## src/rtl/slot_gate.sv

```systemverilog
module slot_gate #(
  parameter int N    = 8,
  parameter int NREL = 8,
  localparam int IW  = (NREL > 1) ? $clog2(NREL) : 1
) (
  input  logic          clk,
  input  logic          rst_n,
  input  logic          cycle_start,
  input  logic          req_valid,
  input  logic [N-1:0]  req_mask,
  output logic          req_accept,
  output logic [N-1:0]  resv,
  input  logic          cfg_en,
  input  logic          cfg_we,
  input  logic [1:0]    cfg_kind,
  input  logic [IW-1:0] cfg_idx,
  input  logic          cfg_side,
  input  logic [N-1:0]  cfg_mask
);

  logic [N-1:0] ex_a [NREL];
  logic [N-1:0] ex_b [NREL];
  logic [N-1:0] nd_a [NREL];
  logic [N-1:0] nd_b [NREL];
  logic [N-1:0] fb_a [NREL];
  logic [N-1:0] fb_b [NREL];

  logic [N-1:0] base, comb;
  logic         busy;
  logic [NREL-1:0] ex_bad, nd_bad, fb_bad;

  assign base = cycle_start ? '0 : resv;
  assign comb = base | req_mask;
  assign busy = |(req_mask & base);

  genvar g;
  generate
    for (g = 0; g < NREL; g++) begin : g_rel
      assign ex_bad[g] = (|(comb & ex_a[g])) && (|(comb & ex_b[g]));
      assign nd_bad[g] = (|(req_mask & nd_a[g])) && !(|(comb & nd_b[g]));
      assign fb_bad[g] = (|(req_mask & fb_a[g])) && (|(comb & fb_b[g]));
    end
  endgenerate

  assign req_accept = req_valid && !busy && (ex_bad == '0) && (nd_bad == '0) && (fb_bad == '0);

  always_ff @(posedge clk) begin
    if (!rst_n)
      resv <= '0;
    else if (cycle_start)
      resv <= req_accept ? req_mask : '0;
    else if (req_accept)
      resv <= resv | req_mask;
  end

  logic wr_ok;
  assign wr_ok = cfg_en && cfg_we && (32'(cfg_idx) < NREL);

  always_ff @(posedge clk) begin
    if (!rst_n) begin
      for (int i = 0; i < NREL; i++) begin
        ex_a[i] <= '0; ex_b[i] <= '0;
        nd_a[i] <= '0; nd_b[i] <= '0;
        fb_a[i] <= '0; fb_b[i] <= '0;
      end
    end else if (wr_ok) begin
      case (cfg_kind)
        2'd0: if (cfg_side) ex_b[cfg_idx] <= cfg_mask; else ex_a[cfg_idx] <= cfg_mask;
        2'd1: if (cfg_side) nd_b[cfg_idx] <= cfg_mask; else nd_a[cfg_idx] <= cfg_mask;
        2'd2: if (cfg_side) fb_b[cfg_idx] <= cfg_mask; else fb_a[cfg_idx] <= cfg_mask;
        default: ;
      endcase
    end
  end

  assert_busy_reject_R2: assert property (@(posedge clk) disable iff (!rst_n)
    (req_valid && !cycle_start && |(req_mask & resv)) |-> !req_accept);

  assert_no_accept_idle_R6: assert property (@(posedge clk) disable iff (!rst_n)
    !req_valid |-> !req_accept);

  assert_merge_R6: assert property (@(posedge clk) disable iff (!rst_n)
    (req_accept && !cycle_start) |=> resv == ($past(resv) | $past(req_mask)));

  assert_hold_R7: assert property (@(posedge clk) disable iff (!rst_n)
    (!req_accept && !cycle_start) |=> $stable(resv));

  assert_fresh_R8: assert property (@(posedge clk) disable iff (!rst_n)
    cycle_start |=> resv == ($past(req_accept) ? $past(req_mask) : '0));

endmodule

```

## config.mk

```make
export PLATFORM = sky130hd
export DESIGN_NAME = slot_gate
export DESIGN_NICKNAME = d
export VERILOG_FILES = /design/src/rtl/slot_gate.sv
export SDC_FILE = /design/constraint.sdc
export NUM_CORES = 1
export LEC_CHECK = 0
export BUFFER_PORTS_ARGS = -buffer_cell sky130_fd_sc_hd__buf_2
export CELL_PAD_IN_SITES_DETAIL_PLACEMENT = 1
export CELL_PAD_IN_SITES_GLOBAL_PLACEMENT = 2
export CORE_MARGIN = 3
export CORE_UTILIZATION = 40
export DETAILED_ROUTE_END_ITERATION = 6
export PLACE_DENSITY = 0.81
export SETUP_SLACK_MARGIN = 0.4
export SLEW_MARGIN = 15
export SYNTH_ARGS = -nofsm -noshare
export SYNTH_HDL_FRONTEND = slang
export SYNTH_SLANG_ARGS = --single-unit
export TNS_END_PERCENT = 20
```

## constraint.sdc

```tcl
create_clock -name clk -period 2.4 [get_ports clk]
set_clock_uncertainty 0.1 [all_clocks]
set_input_delay 0.12 -clock clk [delete_from_list [all_inputs] [get_ports clk]]
set_output_delay 0.12 -clock clk [all_outputs]
set_load 0.05 [all_outputs]
```

## Word-level counts from Yosys, hierarchy flattened

Memories as Yosys holds them, arrays and structs flattened.
Cells that the tools add are included.

| operators by class | value |
|---|---|
| reductions and logical operators | 98 |
| equality and inequality tests | 2 |
| mux-type cells | 49 |
| bitwise gates (word level) | 51 |

Operators by type and width:

| kind | number |
|---|---|
| $reduce_or A8 Y1 | 55 |
| $and A8 B8 Y8 | 49 |
| $mux W8 | 10 |
| $mux W1 | 33 |
| $logic_and A1 B1 Y1 | 29 |
| $logic_not A8 Y1 | 3 |
| $mux W3 | 6 |
| $or A8 B8 Y8 | 2 |
| $logic_not A1 Y1 | 9 |
| $eq A2 B1 Y1 const B | 1 |
| $eq A2 B2 Y1 const B | 1 |
| $logic_not A2 Y1 | 1 |
| $reduce_bool A2 Y1 | 1 |

| word-level totals | value |
|---|---|
| RAM bits | 384 |
| memories | 6 |
| output and inout bits | 9 |
| register bits | 8 |

Memory list:

| name | depth | bits a word | rd ports | clocked after Yosys merged registers in | wr ports | line | source |
|---|---|---|---|---|---|---|---|
| ex_a | 8 | 8 | 8 | 0 | 8 | 21 | `logic [N-1:0] ex_a [NREL];` |
| ex_b | 8 | 8 | 8 | 0 | 8 | 22 | `logic [N-1:0] ex_b [NREL];` |
| fb_a | 8 | 8 | 8 | 0 | 8 | 25 | `logic [N-1:0] fb_a [NREL];` |
| fb_b | 8 | 8 | 8 | 0 | 8 | 26 | `logic [N-1:0] fb_b [NREL];` |
| nd_a | 8 | 8 | 8 | 0 | 8 | 23 | `logic [N-1:0] nd_a [NREL];` |
| nd_b | 8 | 8 | 8 | 0 | 8 | 24 | `logic [N-1:0] nd_b [NREL];` |

## Depth between registers and ports, before layout

| logic depth | value |
|---|---|
| depth in word-level cells | 11 |
| depth in mapped cells | 13 |

## Worst setup path after synthesis

Ideal clock, no wire load.

| path | value |
|---|---|
| kind | flip-flop to flip-flop |
| from | register resv[5] |
| to | register resv[4] |
| data required time | 2.238 ns |
| data arrival time | 2.580 ns |
| path buffers | 3 |
| cell stages (with the launch flop) | 12 |
| slack | -0.342 ns |
| setup time | 0.062 ns |
| cell sequence | dfxtp_1 -> nor2b_1 -> or2_2 -> clkbuf_1 -> buf_4 -> a22oi_1 -> nand3_1 -> o21ai_0 -> nor4_1 -> and3_1 -> buf_4 -> a32o_1 |

| between the ends | value |
|---|---|
| word-level cells in the longest chain between the ends | 11 |
| elaborated cells on any way between the ends | 111 |

RTL lines:

| item | line | source |
|---|---|---|
| start, declared | 12 | `output logic [N-1:0] resv,` |
| start signal, assigned | 51 | `resv <= req_accept ? req_mask : '0;` |
| start signal, assigned | 53 | `resv <= resv \| req_mask;` |
| $mux W8 * | 32 | `assign base = cycle_start ? '0 : resv;` |
| $or A8 B8 Y8 | 33 | `assign comb = base \| req_mask;` |
| $and A8 B8 Y8 (on tied branches) | 39, 40 |  |
| $reduce_or A8 Y1 (on tied branches) | 39, 40 |  |
| $logic_and A1 B1 Y1 / $logic_not A1 Y1 (equally long branches) | 39, 40 |  |
| $logic_not A8 Y1 / $logic_and A1 B1 Y1 (equally long branches) | 45, 40 |  |
| $logic_and A1 B1 Y1 / $logic_not A8 Y1 (equally long branches) | 45 | `assign req_accept = req_valid && !busy && (ex_bad == '0) && (nd_bad == '0) && (fb_bad == '0);` |
| $logic_and A1 B1 Y1 | 45 |  |
| $logic_and A1 B1 Y1 * | 45 |  |
| via req_accept | 11 | `output logic req_accept,` |
| $mux W8 | 51 |  |
| $mux W8 | 50 | `else if (cycle_start)` |

The timed path passes the listed nets; every way through them passes the cells marked *.
A chain may end at the register's enable or synchronous reset.

## Worst setup path in the final report

| path | value |
|---|---|
| from | register resv[1] |
| to | output port req_accept |

| between the ends | value |
|---|---|
| word-level cells in the longest chain between the ends | 9 |
| elaborated cells on any way between the ends | 108 |

RTL lines:

| item | line |
|---|---|
| $mux W8 * | 32 |
| $or A8 B8 Y8 | 33 |
| $and A8 B8 Y8 (on tied branches) | 39, 40 |
| $reduce_or A8 Y1 (on tied branches) | 39, 40 |
| $logic_and A1 B1 Y1 / $logic_not A1 Y1 (equally long branches) | 39, 40 |
| $logic_not A8 Y1 / $logic_and A1 B1 Y1 (equally long branches) | 45, 40 |
| $logic_and A1 B1 Y1 / $logic_not A8 Y1 (equally long branches) | 45 |
| $logic_and A1 B1 Y1 | 45 |
| $logic_and A1 B1 Y1 * | 45 |
| end, declared | 11 |

Mark *: on every way between the ends. The rest lies on a longest branch, timed or not.

==> flow_metrics.env <==
export IMPL_n_fill_cell=4308
export IMPL_synth_mux_area_share_pct=0
export IMPL_fp_dieArea_mm2=0.04618
export IMPL_synth_compound_area_share_pct=12.01
export IMPL_synth_top_family_by_area="simple AND/OR/NAND/NOR gates"
export IMPL_maxSlewHeadroom_pct=46.92
export IMPL_multi_input_area_mm2=0.005477
export IMPL_seqPwrFrac_pct=50.8
export IMPL_status="finished, violations left"
export IMPL_synth_edf_count=384
export IMPL_maxCapViolCount=0
export IMPL_cts_tree="done"
export IMPL_gp_congestion=0.7946
export IMPL_cts_buffers=43
export IMPL_min_path_type="input port to register"
export IMPL_cp_end_kind="output port"
export IMPL_vias_per_cell=5.750
export IMPL_nets=1517
export IMPL_rows=75
export IMPL_period_needed_ns=3.158
export IMPL_comb_power_share_pct=7.4
export IMPL_report_final_slew_viol_count=0
export IMPL_synth_area_mm2=0.01746
export IMPL_h_tree_depth=2
export IMPL_grt_max_degree=58
export IMPL_synth_top_cell_area_share_pct=66.06
export IMPL_max_freq_mhz=316.7
export IMPL_setup_viol=9
export IMPL_drc=0
export IMPL_avgRoutedWirePerCell_um=25.78
export IMPL_clkPwrFrac_pct=41.8
export IMPL_finalCritPeriodShare_pct=131.6
export IMPL_worst_path_buf_inv=3
export IMPL_switching_share_pct=22.92
export IMPL_dr_total_vias=12050
export IMPL_initialDrtViolationCount=1099
export IMPL_place_area_mm2=0.01929
export IMPL_port_buffers=36
export IMPL_layout_drive_gt1_share_pct=19.63
export IMPL_p_sw_uw=3585
export IMPL_fp_coreArea_mm2=0.04251
export IMPL_p_per_area_mw_per_mm2=747.2
export IMPL_synth_common_cells="and2_1, edfxtp_1, o21ai_0"
export IMPL_cts_sinks=392
export IMPL_grt_pass1_wl_um=80400
export IMPL_clk_pin_slew_ns=0.06
export IMPL_fin_area_mm2=0.02094
export IMPL_synth_adder_area_share_pct=0
export IMPL_fin_ws_ns=-0.7579
export IMPL_arrival_ns=2.94
export IMPL_critPathSlowestCell="dfxtp_2"
export IMPL_p_leak_uw=0.007445
export IMPL_violations="setup timing"
export IMPL_crit_family="simple AND/OR/NAND/NOR gates"
export IMPL_grt_overflow_total=0
export IMPL_drtPass1Iterations=5
export IMPL_ir_drop_mv=0.5109
export IMPL_grt_pass1_vias=12450
export IMPL_crit_chain="nor2b_4, or2_4, buf_12, buf_8, a22o_4, o31ai_4, o21ai_2, nor4_4, and3_4, buf_8"
export IMPL_ant_nets=0
export IMPL_crit_top_cell="buf_8"
export IMPL_yosysSeqAreaShare_pct=66.97
export IMPL_yosys_top_cells_area="edfxtp_1, and2_1, a22oi_1"
export IMPL_yosys_area_top_type="edfxtp_1"
export IMPL_antenna_found_initial=0
export IMPL_syn_num_nets=1384
export IMPL_regArea_mm2=0.01170
export IMPL_post_place_ws_ns=-0.9018
export IMPL_p_int_uw=12060
export IMPL_start_util_pct=41.07
export IMPL_synthFlopType="edfxtp_1"
export IMPL_netlist_instances=1356
export IMPL_worst_endpoint_required_ns=2.18
export IMPL_die_w_um=214.9
export IMPL_diodes=0
export IMPL_ys_ff_latch=392
export IMPL_syn2layout_area_growth_pct=19.93
export IMPL_yosys_warnings=0
export IMPL_worstSkewPairLatency_ns=0.58
export IMPL_clock_path_buffers=3
export IMPL_cts_root_buffer="clkbuf_16"
export IMPL_fp_dieH_um=214.9
export IMPL_r2r_slack_ns=-0.33
export IMPL_critPathLaunchType="register"
export IMPL_finalWirelength_um=54020
export IMPL_worstSetupPathType="register to output port"
export IMPL_max_stage_delay_ns=0.32
export IMPL_worst_pin_slew_ns=0.7962
export IMPL_boundaryPins=37
export IMPL_synthXorXnorAreaFrac_pct=0
export IMPL_cp_max_fo=5
export IMPL_hpwl_um=33340
export IMPL_syn_area_per_cell_um2=12.87
export IMPL_yosys_area_share_simple_pct=18.33
export IMPL_grt_usage_pct=23.14
export IMPL_synthDistinctLibCells=38
export IMPL_rsz0062_at_grt="yes"
export IMPL_final_hold_viol_count=0
export IMPL_async_flop_share_pct=0
power by group through the flow:
stage	clock, uW	combinational (uW)	sequential (uW)
finish	6540	1160	7940
global route	6920	1230	7970
CTS	6660	1120	7940
detailed placement	0	1090	8080
global placement	0	1060	8060
floorplan	0	523	8040
final timing paths:
check                        from              endpoint  cells after the start
max          resv[1]$_SDFFE_PN0P_            req_accept                     10
min reg2reg  resv[4]$_SDFFE_PN0P_  resv[4]$_SDFFE_PN0P_                      2
min                   req_mask[4]  resv[4]$_SDFFE_PN0P_                      3
max reg2reg  resv[1]$_SDFFE_PN0P_  resv[0]$_SDFFE_PN0P_                     11
final cells by class:
class	instances	share of cell area, %
Multi-Input combinational cell	849	26.16
Tap cell	577	3.448
Clock inverter	25	1.213
Clock buffer	49	5.247
Sequential cell	392	55.90
Timing Repair Buffer	203	8.027
registers in the layout, indices dropped and copies added (netlist names):
signal  flops
ex_a       64
ex_b       64
fb_a       64
fb_b       64
nd_a       64
nd_b       64
resv        8
worst min-delay path: stages:
cell	delay (ns)
buf_2	0.20
buf_4	0.21
a32o_1	0.15
cell families (layout without fill, tap and decap cells):
kind of cell	Yosys count	after routing
DFF	392	392
and+or+nand+nor	536	536
AOI/OAI and AO/OA	313	313
buffers and inverters	115	277
per-stage QoR:
stage | util, % | hold WS, ns | instances | total power [uW] | TNS (ns)
after global routing | 49.25 | 0.05258 | 2095 | 16120 | -3.565
after detailed placement | 45.38 | 0.4748 | 2011 | 9175 | -8.040
after CTS | 48.94 | 0.01246 | 2094 | 15730 | -3.749
after floorplan | - | 0.4027 | 1356 | 8563 | -0.7581
final | 49.25 | 0.04594 | 2095 | 15640 | -3.283
after global placement | 45.38 | 0.4673 | 2011 | 9130 | -7.713
layout by cell type (no fill, tap or decap), types with 7 or more instances in the layout:
master and count:
o21ai_0 132, a22o_1 43, clkinv_1 11, nand3_1 7
or2_4 8, clkbuf_16 43, nor2_1 51, a22oi_1 101
nand2_1 8, edfxtp_1 384, dfxtp_2 7, buf_2 35
a221oi_1 8, buf_4 141, and2_1 384, nand4_1 39
nor3_2 7, a32o_1 8, buf_12 16
repair_timing:
action / in CTS / in global routing
pin swaps: 6 / 11
endpoints found under the setup margin: 9 / 9
endpoints found under the hold margin: 11 / 0
hold buffers: 4 / 0
gates resized for setup: 23 / 27
setup buffers: 5 / 1
per-layer routing:
| metal | up-vias | share of wire [%] | track usage [%] |
|---|---|---|---|
| li1 | 5297 | - | - |
| met1 | 6220 | 41 | 30.70 |
| met2 | 440 | 50 | 39.63 |
| met3 | 89 | 6.4 | 3.220 |
| met4 | 0 | 2.7 | 7.141 |
| met5 | - | 0 | 0 |
No activity file was read; power rests on OpenSTA's default activity.
